`config.mk`:
```
export PLATFORM = sky130hd
export DESIGN_NAME = pwr_seq_ctrl
export DESIGN_NICKNAME = d
export VERILOG_FILES = /design/src/rtl/pwr_seq_pkg.sv /design/src/rtl/pwr_sync.sv /design/src/rtl/pwr_wake_edge.sv /design/src/rtl/pwr_tmo_cnt.sv /design/src/rtl/pwr_seq_ctrl.sv
export SDC_FILE = /design/constraint.sdc
export NUM_CORES = 1
export LEC_CHECK = 0
export BUFFER_PORTS_ARGS = -buffer_cell sky130_fd_sc_hd__buf_2
export CAP_MARGIN = 20
export CORE_MARGIN = 10
export CORE_UTILIZATION = 30
export DETAILED_ROUTE_END_ITERATION = 8
export PLACE_DENSITY_LB_ADDON = 0.3
export REMOVE_ABC_BUFFERS = 1
export SYNTH_ARGS = -nofsm -noshare
export SYNTH_HDL_FRONTEND = slang
export SYNTH_SLANG_ARGS = --single-unit
```
`constraint.sdc`:
```
create_clock -name clk_i -period 1.8 [get_ports clk_i]
set_clock_uncertainty 0.2 [all_clocks]
set_input_delay 0.27 -clock clk_i [delete_from_list [all_inputs] [get_ports clk_i]]
set_output_delay 0.27 -clock clk_i [all_outputs]
set_load 0.05 [all_outputs]
```
`src/rtl/pwr_seq_pkg.sv`:
```
package pwr_seq_pkg;
    typedef enum logic [2:0] {
        ST_WAIT_BKUP = 3'd0,
        ST_START     = 3'd1,
        ST_RUN       = 3'd2,
        ST_FAIL      = 3'd3,
        ST_BK_RST    = 3'd4,
        ST_BK_OFF    = 3'd5
    } seq_state_e;
endpackage

```
`src/rtl/pwr_sync.sv`:
```
module pwr_sync #(
    parameter int W = 8
) (
    input  logic         clk_i,
    input  logic         rst_ni,
    input  logic [W-1:0] d_i,
    output logic [W-1:0] q_o
);
    for (genvar i = 0; i < W; i++) begin : g_bit
        logic s1_q, s2_q;
        always_ff @(posedge clk_i or negedge rst_ni) begin
            if (!rst_ni) begin
                s1_q <= 1'b0;
                s2_q <= 1'b0;
            end else begin
                s1_q <= d_i[i];
                s2_q <= s1_q;
            end
        end
        assign q_o[i] = s2_q;
    end
endmodule

```
`src/rtl/pwr_wake_edge.sv`:
```
module pwr_wake_edge #(
    parameter int W = 4
) (
    input  logic         clk_i,
    input  logic         rst_ni,
    input  logic [W-1:0] lvl_i,
    output logic         evt_o
);
    logic [W-1:0] prev_d, prev_q;

    always_comb begin
        prev_d = lvl_i;
    end

    always_ff @(posedge clk_i or negedge rst_ni) begin
        if (!rst_ni) prev_q <= '0;
        else         prev_q <= prev_d;
    end

    assign evt_o = |(lvl_i & ~prev_q);
endmodule

```
`src/rtl/pwr_tmo_cnt.sv`:
```
module pwr_tmo_cnt #(
    parameter int TW = 16
) (
    input  logic          clk_i,
    input  logic          rst_ni,
    input  logic          run_i,
    input  logic [TW-1:0] limit_i,
    output logic          expired_o
);
    localparam logic [TW-1:0] CNT_MAX = '1;

    logic [TW-1:0] cnt_d, cnt_q;

    always_comb begin
        if (!run_i)                cnt_d = '0;
        else if (cnt_q == CNT_MAX) cnt_d = cnt_q;
        else                       cnt_d = cnt_q + 1'b1;
    end

    always_ff @(posedge clk_i or negedge rst_ni) begin
        if (!rst_ni) cnt_q <= '0;
        else         cnt_q <= cnt_d;
    end

    assign expired_o = run_i && (cnt_q >= limit_i);
endmodule

```
`src/rtl/pwr_seq_ctrl.sv`:
```
module pwr_seq_ctrl
    import pwr_seq_pkg::*;
#(
    parameter int NWAKE = 4,
    parameter int TMO_W = 16
) (
    input  logic             clk_i,
    input  logic             rst_ni,
    input  logic             bkup_ok_i,
    input  logic             osc_ok_i,
    input  logic             core_ok_i,
    input  logic             io_fail_i,
    input  logic             core_fail_i,
    input  logic             io_mon_en_i,
    input  logic             bod_en_i,
    input  logic             sleep_req_i,
    input  logic             fwake_i,
    input  logic [NWAKE-1:0] wkup_i,
    input  logic             alarm_i,
    input  logic [TMO_W-1:0] tmo_limit_i,
    output logic             reg_en_o,
    output logic             shdn_o,
    output logic             sys_rst_no,
    output logic             sub1_rst_no,
    output logic             tmo_flag_o
);
    localparam int NSRC  = NWAKE + 2;
    localparam int NSYNC = NSRC + 5;

    typedef struct packed {
        seq_state_e st;
        logic       flag;
    } seq_t;

    logic [NSYNC-1:0] raw, syn;
    logic s_bkup, s_osc, s_core, s_iofail, s_corefail;
    logic [NSRC-1:0] s_wake;
    logic wake_evt, tmo_hit, fail;
    seq_t r_d, r_q;

    assign raw = {alarm_i, fwake_i, wkup_i, core_fail_i, io_fail_i,
                  core_ok_i, osc_ok_i, bkup_ok_i};

    pwr_sync #(.W(NSYNC)) u_sync (
        .clk_i (clk_i),
        .rst_ni(rst_ni),
        .d_i   (raw),
        .q_o   (syn)
    );

    assign s_bkup     = syn[0];
    assign s_osc      = syn[1];
    assign s_core     = syn[2];
    assign s_iofail   = syn[3];
    assign s_corefail = syn[4];
    assign s_wake     = syn[NSYNC-1:5];

    pwr_wake_edge #(.W(NSRC)) u_wake (
        .clk_i (clk_i),
        .rst_ni(rst_ni),
        .lvl_i (s_wake),
        .evt_o (wake_evt)
    );

    pwr_tmo_cnt #(.TW(TMO_W)) u_tmo (
        .clk_i    (clk_i),
        .rst_ni   (rst_ni),
        .run_i    (r_q.st == ST_START),
        .limit_i  (tmo_limit_i),
        .expired_o(tmo_hit)
    );

    assign fail = (s_iofail & io_mon_en_i) | (s_corefail & bod_en_i);

    always_comb begin
        r_d = r_q;
        unique case (r_q.st)
            ST_WAIT_BKUP: if (s_bkup && s_osc) r_d.st = ST_START;
            ST_START: begin
                if (s_core) begin
                    r_d.st   = ST_RUN;
                    r_d.flag = 1'b0;
                end else if (tmo_hit) begin
                    r_d.flag = 1'b1;
                end
            end
            ST_RUN: begin
                if (fail)             r_d.st = ST_FAIL;
                else if (sleep_req_i) r_d.st = ST_BK_RST;
            end
            ST_FAIL:   if (!fail) r_d.st = ST_RUN;
            ST_BK_RST: r_d.st = ST_BK_OFF;
            ST_BK_OFF: if (wake_evt) r_d.st = ST_START;
            default:   r_d.st = ST_WAIT_BKUP;
        endcase
    end

    always_ff @(posedge clk_i or negedge rst_ni) begin
        if (!rst_ni) r_q <= '{st: ST_WAIT_BKUP, flag: 1'b0};
        else         r_q <= r_d;
    end

    assign reg_en_o    = (r_q.st == ST_START) || (r_q.st == ST_RUN) ||
                         (r_q.st == ST_FAIL)  || (r_q.st == ST_BK_RST);
    assign shdn_o      = reg_en_o;
    assign sys_rst_no  = (r_q.st == ST_RUN);
    assign sub1_rst_no = 1'b0;
    assign tmo_flag_o  = r_q.flag;
endmodule

```
Word-level counts from Yosys, hierarchy flattened
Index checks and enable logic that the tools add are counted.
Widths: inputs -> output; s select.

word-level totals
  bits in registers = 48
  bits of input ports = 32
  output and inout bits = 5
  word-level logic and storage cells = 66

cells by class
  add/sub/neg operators = 1
  order comparisons = 1
  equal/unequal tests = 12
  multiplexer cells = 11
  bitwise operators = 5
  reductions and logical operators = 10

operators with widths
  kind                   count
  $mux 16                2
  $mux 3                 6
  $pmux 3 s6             1
  $add 16x1->16 const B  1
  $eq 16x16->1 const B   1
  $ge 16x16->1           1
  $ne 2x2->1 const B     4
  $and 6x6->6            1
  $eq 3x2->1 const B     2
  $eq 3x3->1 const B     2
  $not 6->6              1
  $reduce_or 6->1        1
  $reduce_and 5->1       1
  $eq 3x1->1 const B     1
  $logic_not 3->1        1
  $logic_or 1x1->1       3
  $ne 3x2->1 const B     1
  $and 1x1->1            2
  $logic_and 1x1->1      2
  $mux 1                 2
  $ne 2x1->1 const B     1
  $reduce_and 2->1       1
  $reduce_bool 2->1      1
  $or 1x1->1             1

Depth between registers and ports, before layout
  depth after elaboration = 5
  depth in mapped cells = 7
  gate-level depth less buffers = 7

Modules after synthesis
From an unflattened synthesis, not the netlist that was laid out.

unflattened totals
  cell total of the unflattened synthesis = 216
  area total of the unflattened synthesis = 2321.0 um^2

by module, submodules not included
  module         times used  cells an instance  area each (um^2)  sequential area each (um^2)
  pwr_tmo_cnt    1           140                1241.2            400.4
  pwr_sync       1           33                 633.1             550.5
  pwr_seq_ctrl   1           27                 249.0             100.1
  pwr_wake_edge  1           16                 197.7             150.1

Worst setup path after synthesis
Ideal clock, no wire load.

  kind = flip-flop to output port
  from = register r_q[1] (netlist name)
  to = output shdn_o
  data arrival time = 1805 ps
  slack = -475 ps
  cell stages (with the launch flop) = 5
  path buffers = 2
  cell sequence = dfrtp_1 > clkbuf_1 > nor2_1 > xnor2_1 > buf_4

between the ends
  longest elaborated chain between the ends = 4
  elaborated cells between the ends (all ways) = 7

RTL lines
  what                                             line                 text
  start, declared                                  pwr_seq_ctrl.sv:39   seq_t r_d, r_q;
  start signal, assigned                           pwr_seq_ctrl.sv:99   if (!rst_ni) r_q <= '{st: ST_WAIT_BKUP, flag: 1'b0};
  start signal, assigned                           pwr_seq_ctrl.sv:100  else r_q <= r_d;
  $eq 3x1->1 / $eq 3x2->1 (equally long branches)  pwr_seq_ctrl.sv:103  assign reg_en_o = (r_q.st == ST_START) || (r_q.st == ST_RUN) ||
  $logic_or 1x1->1 (2 in a row)                    pwr_seq_ctrl.sv:103
  $logic_or 1x1->1 *                               pwr_seq_ctrl.sv:104  (r_q.st == ST_FAIL) || (r_q.st == ST_BK_RST);
  end, declared                                    pwr_seq_ctrl.sv:22   output logic shdn_o,

Mark *: on every way between the ends. The rest lies on a longest branch, timed or not.

Worst setup path after layout
  from = register u_tmo.cnt_q[1]
  to = register u_tmo.cnt_q[9]

between the ends
  longest elaborated chain between the ends = 3
  elaborated cells between the ends (all ways) = 5

RTL lines
  what                    line               text
  start, declared         pwr_tmo_cnt.sv:12  logic [TW-1:0] cnt_d, cnt_q;
  start signal, assigned  pwr_tmo_cnt.sv:22  else cnt_q <= cnt_d;
  $add 16x1->16           pwr_tmo_cnt.sv:17  else cnt_d = cnt_q + 1'b1;
  $mux 16                 pwr_tmo_cnt.sv:16  else if (cnt_q == CNT_MAX) cnt_d = cnt_q;
  $mux 16                 pwr_tmo_cnt.sv:15  if (!run_i) cnt_d = '0;

Parallel ways exist; a longest one is shown, timed or not. The select of a mux whose other input is x is not followed.
A chain may end at the register's enable or synchronous reset.

==> impl_metrics.yaml <==
outcome:
  outcome: "finished, violations left"
  violations: "setup timing"
timing:
  period_share_pct: 101
  fin_ws_ps: -26.0
  fmax_mhz: 548
  rsz0062_at_grt: "true"
  slew_viol_final: 0
  finalSetupViolCount: 1
  totalNegativeSetupSlack_ps: -26.0
  fin_crit_ps: 1830
  hold_slack_ps: 65.0
  hold_violations: 0
pwr:
  pwr-share-seq_pct: 41.6
  ir_drop_mv: 0.418
  power_switching_uw: 945
  p_int_mw: 2.07
  switching_share_pct: 31.4
  p_per_area_nw_per_um2: 931
  p_leak_nw: 1.52
  clockPowerShare_pct: 30.6
  pwr-share-comb_pct: 27.9
  power_mw: 3.01
finish:
  drive_gt1_share_pct: 39.1
  stdcell_area_um2: 3230
  fin_util_pct: 44.4
  stdcell_count: 398
  antenna_cells: 0
  nets: 347
  area_growth_pct: 42.9
placement:
  preCtsSetupSlack_ps: -137
  place_area_um2: 2770
  port_buffers: 35
  hpwl_mm: 3.70
  placed_cells: 370
  gp_congestion: 0.807
setup_path:
  endpoint: "u_tmo.cnt_q[9]$_DFFE_PN0P_"
  path_depth: 7
  timing.rr.end: "u_tmo.cnt_q[9]$_DFFE_PN0P_"
  crit_type: "reg2reg"
  cp.required_ps: 1790
  critPathMaxFanout: 4
  critPathBufInv: 1
  crit_path_max_incr_delay_ps: 420
  crit_arrival_ps: 1810
  r2r_slack_ps: -30
  end_kind: "flip-flop"
  critPathSlowestCell: "dfrtp_1"
  path_delay_family: "flip-flops"
  ff2ff_path_depth: 7
  worstPathCellList: "ha_2, nand2_2, nor4_4, buf_4, a2111oi_4, xnor2_1, nor2_1"
  start_kind: "flip-flop"
  cp-startpoint: "u_tmo.cnt_q[1]$_DFFE_PN0P_"
  r2r_start: "u_tmo.cnt_q[1]$_DFFE_PN0P_"
floorplanning:
  initial_core_util_pct: 31.0
  core_um2: 7290
  rows: 31
  ios: 37
  die_y_um: 107
  die_w_um: 107
  dieArea_um2: 11400
cts:
  path_clk_slew_ps: 90
  cts_buffers: 5
  cts.sinks: 48
  cts_buffer_depth: 2
  cts_tree: "yes"
  clk_latency_ps: 300
  cts_root_buf: "clkbuf_8"
  htree_num_levels: 2
global_route:
  antenna_found_initial: 0
  grt_use_total_pct: 8.60
  grt-ovfl-total: 0
  grt_max_degree: 32
  grt_pass1_vias: 1807
  grt_pass1_wl_mm: 8.16
yosys:
  synth_top_area_cell: "dfrtp_1"
  yosysMostFrequentCell: "dfrtp_1"
  async_flop_share_pct: 100
  syn_inst: 211
  synth_edf_count: 0
  synth-seq-area-share_pct: 53.1
  yosys_warnings: 0
  syn-mean-instance-area_um2: 10.7
  synth_top_cell_area_share_pct: 53.1
  synthTopCellsByCount: "dfrtp_1 (48), inv_1 (22), nor2_1 (20), ha_1 (17), a21oi_1 (16)"
  synth.area.top_cells: "dfrtp_1 (53%), ha_1 (9.4%), xnor2_1 (3.9%), inv_1 (3.6%), a21oi_1 (3.5%)"
  synth_seq_cells: 48
  synth_flop_cell: "dfrtp_1"
  synth_area_um2: 2260
  synthDistinctLibCells: 40
worst_hold_path:
  hold_class: "in2reg"
flow_run:
  max-cap-violations: 0
detailed_routing:
  drc: 0
  detail-route-antenna-nets: 0
  drtPass1Iterations: 4
  vias: 1751
  drt_wl_total_mm: 4.85
  wl_per_cell_um: 12.2
  drt-initial-drc-count: 67
  viasPerCell: 4.40
==> cell usage in the layout, fill, tap and decap left out, types with 2 or more instances in the layout <==
cell type,count
xnor2_1,9
nand3_4,2
mux2i_1,2
buf_2,32
a21oi_2,2
nand3_2,2
dfrtp_1,43
nor2_1,18
dfrtp_2,5
bufinv_16,2
dlygate4sd3_1,12
nand4_1,4
a211oi_1,2
clkbuf_8,5
a21oi_1,14
nand2b_1,2
ha_4,4
and3_1,2
a31oi_1,3
nor2_2,3
o21ai_1,2
buf_6,2
ha_1,12
nand3_1,5
o21ai_0,7
nand2_2,3
buf_4,39
nand2_1,12
nor2b_1,2
nor2b_2,2
a211oi_2,2
inv_1,22
==> repair_timing <==
action	CTS	global route
pin swaps	7	18
hold buffers	12	0
setup buffers	3	5
hold endpoints to repair	28	0
endpoints found under the setup margin	14	15
gates resized for setup	13	24
==> registers in the layout (all words and copies together), names as in the netlist <==
name / count
r_q: 3
tmo_flag_o: 1
u_sync.g_bit.s1_q: 11
u_sync.g_bit.s2_q: 11
u_tmo.cnt_q: 16
u_wake.prev_q: 6
==> worst min path at each step <==
stage,startpoint,slack (ps),cells past startpoint,endpoint
floorplan,rst_ni,-230,0,r_q[1]$_DFFE_PN0P_
finish,sleep_req_i,70,4,r_q[2]$_DFFE_PN0P_
global route,sleep_req_i,70,4,r_q[2]$_DFFE_PN0P_
CTS,sleep_req_i,50,4,r_q[2]$_DFFE_PN0P_
detailed placement,rst_ni,50,1,u_wake.prev_q[2]$_DFF_PN0_
global placement,rst_ni,40,1,u_wake.prev_q[2]$_DFF_PN0_
==> metal layers <==
metal	vias to the layer above	routed length, um	global-route usage [%]
met5	-	0	0
met4	0	68	3.19
met3	5	217	2.22
met2	29	2320	14.3
met1	825	2240	10.5
li1	892	-	-
==> cells by family after synthesis <==
kind of cell	count (synthesis)	share of synthesized area [%]
AO/OA/AOI/OAI	41	11.7
XOR/XNOR	11	4.26
adder cells (fa/ha/maj)	17	9.40
buffers and inverters	28	5.36
flip-flops	48	53.1
multiplexers	2	0.885
other	1	0.166
AND/OR/NAND/NOR	63	15.1
==> worst register-to-register path: stages (launching register included) <==
cell and delay (ps):
dfrtp_1 420, ha_2 210, nand2_2 90, nor4_4 50, buf_4 140, a2111oi_4 370
xnor2_1 160, nor2_1 60
==> final cells by class <==
cell class	count	area (um^2)
well taps	99	124
fillers	732	4060
inverters	22	82.6
clock inverters	3	68.8
repair buffers	86	616
flip-flops and latches	48	1210
clock buffers	5	68.8
multi-input cells	135	1070
==> power by group through the flow <==
stage	sequential, mW	clock [mW]	combinational (mW)
6_report	1.25	0.922	0.839
5_1_grt	1.26	1.00	0.919
4_1_cts	1.25	0.954	0.744
3_5_place_dp	1.27	0	0.693
3_3_place_gp	1.27	0	0.683
2_1_floorplan	1.30	0	0.404
(Power assumes the default switching activity.)
